--- config.mk ---
export PLATFORM = sky130hd
export DESIGN_NAME = addr_nextpc_unit
export DESIGN_NICKNAME = d
export VERILOG_FILES = /design/src/rtl/agu_pkg.sv /design/src/rtl/agu_decode.sv /design/src/rtl/agu_offset.sv /design/src/rtl/agu_pc_reg.sv /design/src/rtl/addr_nextpc_unit.sv
export SDC_FILE = /design/constraint.sdc
export NUM_CORES = 1
export LEC_CHECK = 0
export ABC_AREA = 1
export BUFFER_PORTS_ARGS = -buffer_cell sky130_fd_sc_hd__buf_2
export CORE_ASPECT_RATIO = 1.5
export CORE_MARGIN = 5
export CORE_UTILIZATION = 52
export DETAILED_ROUTE_END_ITERATION = 10
export GPL_TIMING_DRIVEN = 0
export HOLD_SLACK_MARGIN = 0.03
export PLACE_DENSITY = 0.88
export SLEW_MARGIN = 20
export SYNTH_ARGS = -nofsm -noshare
export SYNTH_HDL_FRONTEND = slang
export SYNTH_SLANG_ARGS = --single-unit
--- constraint.sdc ---
create_clock -name clk -period 7.8 [get_ports clk]
set_clock_uncertainty 0.2 [all_clocks]
set_input_delay 0.78 -clock clk [delete_from_list [all_inputs] [get_ports clk]]
set_output_delay 0.78 -clock clk [all_outputs]
set_load 0.05 [all_outputs]
--- src/rtl/agu_pkg.sv ---
package agu_pkg;
  localparam logic [3:0] OP_BR   = 4'b0000;
  localparam logic [3:0] OP_LD   = 4'b0010;
  localparam logic [3:0] OP_ST   = 4'b0011;
  localparam logic [3:0] OP_CALL = 4'b0100;
  localparam logic [3:0] OP_LDR  = 4'b0110;
  localparam logic [3:0] OP_STR  = 4'b0111;
  localparam logic [3:0] OP_LDI  = 4'b1010;
  localparam logic [3:0] OP_STI  = 4'b1011;
  localparam logic [3:0] OP_JMP  = 4'b1100;
  localparam logic [3:0] OP_LEA  = 4'b1110;
  localparam logic [3:0] OP_TRAP = 4'b1111;

  typedef enum logic [1:0] {LHS_PCINC, LHS_BASE, LHS_ZERO} lhs_e;
  typedef enum logic [2:0] {OFS_NONE, OFS_S6, OFS_S9, OFS_S11, OFS_Z8} ofs_e;
  typedef enum logic [1:0] {NXT_SEQ, NXT_SUM, NXT_COND, NXT_VEC} nxt_e;

  typedef struct packed {
    lhs_e lhs;
    ofs_e ofs;
    nxt_e nxt;
    logic link;
  } ctrl_t;
endpackage

--- src/rtl/agu_decode.sv ---
module agu_decode
  import agu_pkg::*;
(
  input  logic [3:0] opcode,
  input  logic       call_rel,
  output ctrl_t      ctrl
);
  always_comb begin
    ctrl = '{lhs: LHS_PCINC, ofs: OFS_NONE, nxt: NXT_SEQ, link: 1'b0};
    unique case (opcode)
      OP_LD, OP_ST, OP_LDI, OP_STI, OP_LEA: ctrl.ofs = OFS_S9;
      OP_BR: begin
        ctrl.ofs = OFS_S9;
        ctrl.nxt = NXT_COND;
      end
      OP_LDR, OP_STR: begin
        ctrl.lhs = LHS_BASE;
        ctrl.ofs = OFS_S6;
      end
      OP_JMP: begin
        ctrl.lhs = LHS_BASE;
        ctrl.nxt = NXT_SUM;
      end
      OP_CALL: begin
        ctrl.lhs  = call_rel ? LHS_PCINC : LHS_BASE;
        ctrl.ofs  = call_rel ? OFS_S11 : OFS_NONE;
        ctrl.nxt  = NXT_SUM;
        ctrl.link = 1'b1;
      end
      OP_TRAP: begin
        ctrl.lhs  = LHS_ZERO;
        ctrl.ofs  = OFS_Z8;
        ctrl.nxt  = NXT_VEC;
        ctrl.link = 1'b1;
      end
      default: ;
    endcase
  end
endmodule

--- src/rtl/agu_offset.sv ---
module agu_offset
  import agu_pkg::*;
#(
  parameter int AW = 16
) (
  input  logic [AW-1:0] instr,
  input  ofs_e          sel,
  output logic [AW-1:0] offset
);
  localparam int NW = 4;
  localparam int WIDTHS [NW] = '{6, 9, 11, 8};

  logic [AW-1:0] ext [NW];

  for (genvar i = 0; i < NW; i++) begin : g_ext
    localparam int W = WIDTHS[i];
    if (i == NW - 1) begin : g_zero
      assign ext[i] = {{(AW-W){1'b0}}, instr[W-1:0]};
    end else begin : g_sign
      assign ext[i] = {{(AW-W){instr[W-1]}}, instr[W-1:0]};
    end
  end

  always_comb begin
    unique case (sel)
      OFS_S6:  offset = ext[0];
      OFS_S9:  offset = ext[1];
      OFS_S11: offset = ext[2];
      OFS_Z8:  offset = ext[3];
      default: offset = '0;
    endcase
  end
endmodule

--- src/rtl/agu_pc_reg.sv ---
module agu_pc_reg #(
  parameter int            AW       = 16,
  parameter logic [AW-1:0] RESET_PC = 16'h3000
) (
  input  logic          clk,
  input  logic          rst_n,
  input  logic          advance,
  input  logic [AW-1:0] pc_d,
  output logic [AW-1:0] pc_q
);
  always_ff @(posedge clk) begin
    if (!rst_n)       pc_q <= RESET_PC;
    else if (advance) pc_q <= pc_d;
  end

  AST_PC_HOLD: assert property (@(posedge clk) disable iff (!rst_n)
    !advance |=> $stable(pc_q));
  AST_PC_LOAD: assert property (@(posedge clk) disable iff (!rst_n)
    advance |=> pc_q == $past(pc_d));
endmodule

--- src/rtl/addr_nextpc_unit.sv ---
module addr_nextpc_unit
  import agu_pkg::*;
#(
  parameter int            AW       = 16,
  parameter logic [AW-1:0] RESET_PC = 16'h3000
) (
  input  logic          clk,
  input  logic          rst_n,
  input  logic          advance,
  input  logic [15:0]   instr,
  input  logic [AW-1:0] base_val,
  input  logic [2:0]    nzp,
  input  logic [AW-1:0] vec_word,
  output logic [AW-1:0] pc,
  output logic [2:0]    base_idx,
  output logic [AW-1:0] ea,
  output logic [AW-1:0] next_pc,
  output logic          br_taken,
  output logic          link_we,
  output logic [AW-1:0] link_data
);
  localparam logic [AW-1:0] ONE = AW'(1);

  ctrl_t         ctrl;
  logic [AW-1:0] pc_inc, lhs, offset, ext_instr;
  logic [3:0]    opcode;

  assign opcode    = instr[15:12];
  assign ext_instr = AW'(instr);
  assign base_idx  = instr[8:6];
  assign pc_inc    = pc + ONE;

  agu_decode u_dec (
    .opcode   (opcode),
    .call_rel (instr[11]),
    .ctrl     (ctrl)
  );

  agu_offset #(.AW(AW)) u_ofs (
    .instr  (ext_instr),
    .sel    (ctrl.ofs),
    .offset (offset)
  );

  always_comb begin
    unique case (ctrl.lhs)
      LHS_BASE: lhs = base_val;
      LHS_ZERO: lhs = '0;
      default:  lhs = pc_inc;
    endcase
  end

  assign ea = lhs + offset;

  assign br_taken = (ctrl.nxt == NXT_COND) && |(instr[11:9] & nzp);

  always_comb begin
    unique case (ctrl.nxt)
      NXT_SUM:  next_pc = ea;
      NXT_VEC:  next_pc = vec_word;
      NXT_COND: next_pc = br_taken ? ea : pc_inc;
      default:  next_pc = pc_inc;
    endcase
  end

  assign link_we   = ctrl.link;
  assign link_data = pc_inc;

  agu_pc_reg #(.AW(AW), .RESET_PC(RESET_PC)) u_pc (
    .clk     (clk),
    .rst_n   (rst_n),
    .advance (advance),
    .pc_d    (next_pc),
    .pc_q    (pc)
  );

  AST_ZERO_MASK: assert property (@(posedge clk) disable iff (!rst_n)
    (opcode == OP_BR && instr[11:9] == 3'b000) |-> next_pc == pc + ONE);
  AST_TRAP_VEC: assert property (@(posedge clk) disable iff (!rst_n)
    opcode == OP_TRAP |-> next_pc == vec_word);
  AST_LINK_OPS: assert property (@(posedge clk) disable iff (!rst_n)
    link_we |-> (opcode == OP_CALL || opcode == OP_TRAP));
  AST_JMP_BASE: assert property (@(posedge clk) disable iff (!rst_n)
    opcode == OP_JMP |-> next_pc == base_val);
  AST_BR_ONLY: assert property (@(posedge clk) disable iff (!rst_n)
    br_taken |-> opcode == OP_BR);
endmodule

==> flow_summary.json <==
{
  "drc": 0,
  "p_leak_uw": 0.00218,
  "ys_seq_area_frac": 0.120,
  "cp_data_required_time_ns": 6.82,
  "r2r_start": "u_pc.pc_q[0]",
  "whs_path_depth": 2,
  "maxSlewViolCount": 0,
  "setup_viol": 0,
  "cts_buffers": 3,
  "status": "finished clean",
  "syn-num-nets": 541,
  "dr_total_vias": 3472,
  "grt.total_usage": 0.280,
  "grt_pass1_vias": 3393,
  "dr.pass1.iters": 5,
  "fmax_mhz": 183,
  "gp_congestion": 0.914,
  "final_core_util": 0.674,
  "crit_family": "simple AND/OR/NAND/NOR gates",
  "synth_top_area_frac": 0.188,
  "vias_per_cell": 5.24,
  "diodes": 0,
  "fp.coreArea_um2": 5080,
  "final.fill_count": 482,
  "timing.setup.tns_ns": 0,
  "most-common-layout-cells": "nand2_1, buf_2, inv_1, a21oi_1, o21ai_0",
  "worst_slew_pin_slew_ns": 0.481,
  "worstHoldStart": "u_pc.pc_q[12]",
  "hold_end": "u_pc.pc_q[12]",
  "reg2reg_depth": 19,
  "grt.overflow.total": 0,
  "clockBufferDepth": 2,
  "regMostFlops": "u_pc.pc_q",
  "hold_buffers": 0,
  "grt_first_pass_wirelength_um": 14900,
  "syn_area_um2": 2680,
  "crit_slowest_cell": "clkbuf_1",
  "crit_chain": "buf_2 > nor2_1 > nand2_1 > o21ai_0 > ha_1 > inv_1 > nand2_1 > inv_1 > clkbuf_1 > nand2_1 > o21ai_0 > ha_1 > nand3_1 > nand3_1 > nand2_1 > nand2_1 > nand2_1 > nand2_1 > xor2_1 > nand2_1 > nand2_1 > buf_2",
  "intPower_uw": 232,
  "ir_worst_vdd_v": 0.0000888,
  "dp_hpwl_um": 7930,
  "switchingPower_uw": 340,
  "crit_top_cell": "nand2_1",
  "crit_buf_inv": 5,
  "synth_edf_count": 0,
  "cp_max_fo": 10,
  "largest_reg_flops": 16,
  "ios": 123,
  "reg_top3": "u_pc.pc_q: 16 flops",
  "grt_setup_unrepaired": "no",
  "antenna_found_initial": 0,
  "p_sw_frac": 0.595,
  "synth_cell_types": 41,
  "cts_resized": 0,
  "clock_sinks": 16,
  "first_iter_violations": 235,
  "worstHoldPathType": "register to register",
  "clock_power_share": 0.132,
  "r2r_slack_ns": 4.44,
  "critPathKind": "input pin to output pin",
  "period_share": 0.702,
  "synth-main-ff-cell": "dfxtp_1",
  "finalNonFillerCells": 663,
  "portBuffers": 122,
  "hold_viol": 0,
  "slowest_delay_ns": 0.43,
  "syn_to_final_growth_pct": 28.0,
  "wl_per_cell_um": 13.8,
  "cts_setup_buffers": 0,
  "routed_wl_um": 9180,
  "drive_gt1_frac": 0.291,
  "root_buffer": "clkbuf_8",
  "synth_area_leaders": "nand2_1, inv_1, dfxtp_1",
  "cts_tree": "done",
  "synthArstFlopShare": 0,
  "yosys_register_bits": 16,
  "power_density_nw_per_um2": 167,
  "htree_num_levels": 1,
  "start_util": 0.527,
  "grt_start_max_net_pins": 11,
  "die_h_um": 97.9,
  "seqPwrFrac": 0.173,
  "combPwrFrac": 0.695,
  "antenna_left": 0,
  "worst_slew_margin_rel": 0.680,
  "start_kind": "input pin",
  "clk_pin_slew_ns": 0.07,
  "clk_latency_ns": 0.26,
  "fin_crit_ns": 5.47,
  "syn_area_per_cell_um2": 5.71,
  "final_common_cell": "nand2_1",
  "ys_warn_count": 0,
  "rr_endpoint": "u_pc.pc_q[15]",
  "dieArea_um2": 6710,
  "die_width_um": 68.6,
  "cap_viol_max_count": 0,
  "synth_top_cell_by_area": "nand2_1",
  "dp_cells": 659,
  "rows": 32,
  "fin_nets": 668,
  "worst_ep_arrival_time_ns": 4.49,
  "synthCells": 469,
  "critPathCaptureType": "output pin"
}
[through the flow]
| step | hold WS (ns) | setup slack (ns) | area, um2 | total power (uW) |
|---|---|---|---|---|
| after floorplan | 0.578 | 2.57 | 2680 | 399 |
| after global placement | 0.313 | 2.50 | 3370 | 490 |
| after detailed placement | 0.333 | 2.42 | 3370 | 495 |
| after CTS | 0.348 | 2.40 | 3430 | 568 |
| after global routing | 0.394 | 2.03 | 3430 | 603 |
| final | 0.354 | 2.33 | 3430 | 571 |
[power by group through the flow]
stage / sequential [uW] / clock (uW) / combinational (uW)
finish: 98.6 / 75.7 / 397
global route: 99.6 / 79.3 / 424
CTS: 98.2 / 74.0 / 396
detailed placement: 100 / 0 / 395
global placement: 99.9 / 0 / 390
floorplan: 121 / 0 / 278
[worst max-delay path by stage]
stage,startpoint,to,slack (ns),depth (start not counted)
floorplan,instr[12],next_pc[10],2.57,18
global placement,instr[12],next_pc[9],2.50,22
detailed placement,instr[12],next_pc[9],2.42,22
CTS,instr[12],next_pc[9],2.40,22
global route,instr[12],next_pc[12],2.03,22
finish,instr[12],next_pc[9],2.33,22
[worst reg2reg max path, delay by kind of cell (launching register included)]
kind,cells,cell delay (ns)
AO/OA/AOI/OAI,4,0.59
AND/OR/NAND/NOR,9,0.89
buffers and inverters,3,0.16
flip-flops,1,0.57
adder cells (fa/ha/maj),2,0.57
XOR/XNOR,1,0.31
[layer usage]
layer  track usage  vias to the layer above  share of wire
li1              -                     1744              -
met1         0.305                     1539           0.36
met2         0.500                      160           0.53
met3        0.0414                       29          0.074
met4         0.133                        0          0.035
met5             0                        -              0
[cell usage after synthesis (2+ instances only)]
| cell type | number |
|---|---|
| clkbuf_1 | 5 |
| dfxtp_1 | 16 |
| nand4_1 | 7 |
| nor2_1 | 25 |
| nand3_2 | 6 |
| a22o_1 | 4 |
| and2_1 | 3 |
| xor2_1 | 12 |
| inv_2 | 10 |
| ha_1 | 17 |
| nor3_1 | 5 |
| a22oi_1 | 2 |
| o211ai_1 | 2 |
| nand3_1 | 25 |
| inv_1 | 89 |
| o21ai_1 | 11 |
| o21ai_2 | 3 |
| nand2_2 | 6 |
| buf_4 | 6 |
| nor2_4 | 2 |
| nand4_2 | 2 |
| nand2_1 | 134 |
| o21a_1 | 2 |
| o21ai_0 | 26 |
| o21bai_1 | 2 |
| a22oi_2 | 5 |
| a21oi_1 | 28 |
[area by class of cell]
type                            count  area, um2  area share
Sequential cell                    16        320      0.0934
Timing Repair Buffer              122        611       0.178
Multi-Input combinational cell    342       1920       0.559
Tap cell                           68       85.1      0.0248
Clock buffer                        4       55.1      0.0161
Inverter                           99        372       0.108
Buffer                             12       68.8      0.0201
[kinds of logic (layout without fill, tap and decap cells)]
group,Yosys count,in the layout,share of synthesized area
and+or+nand+nor,221,221,0.382
buffers and inverters,111,237,0.164
DFF,16,16,0.120
xor gates and xnor gates,13,13,0.0425
AOI/OAI and AO/OA,90,90,0.205
adders and majority gates,18,18,0.0869
(Power assumes the default switching activity.)
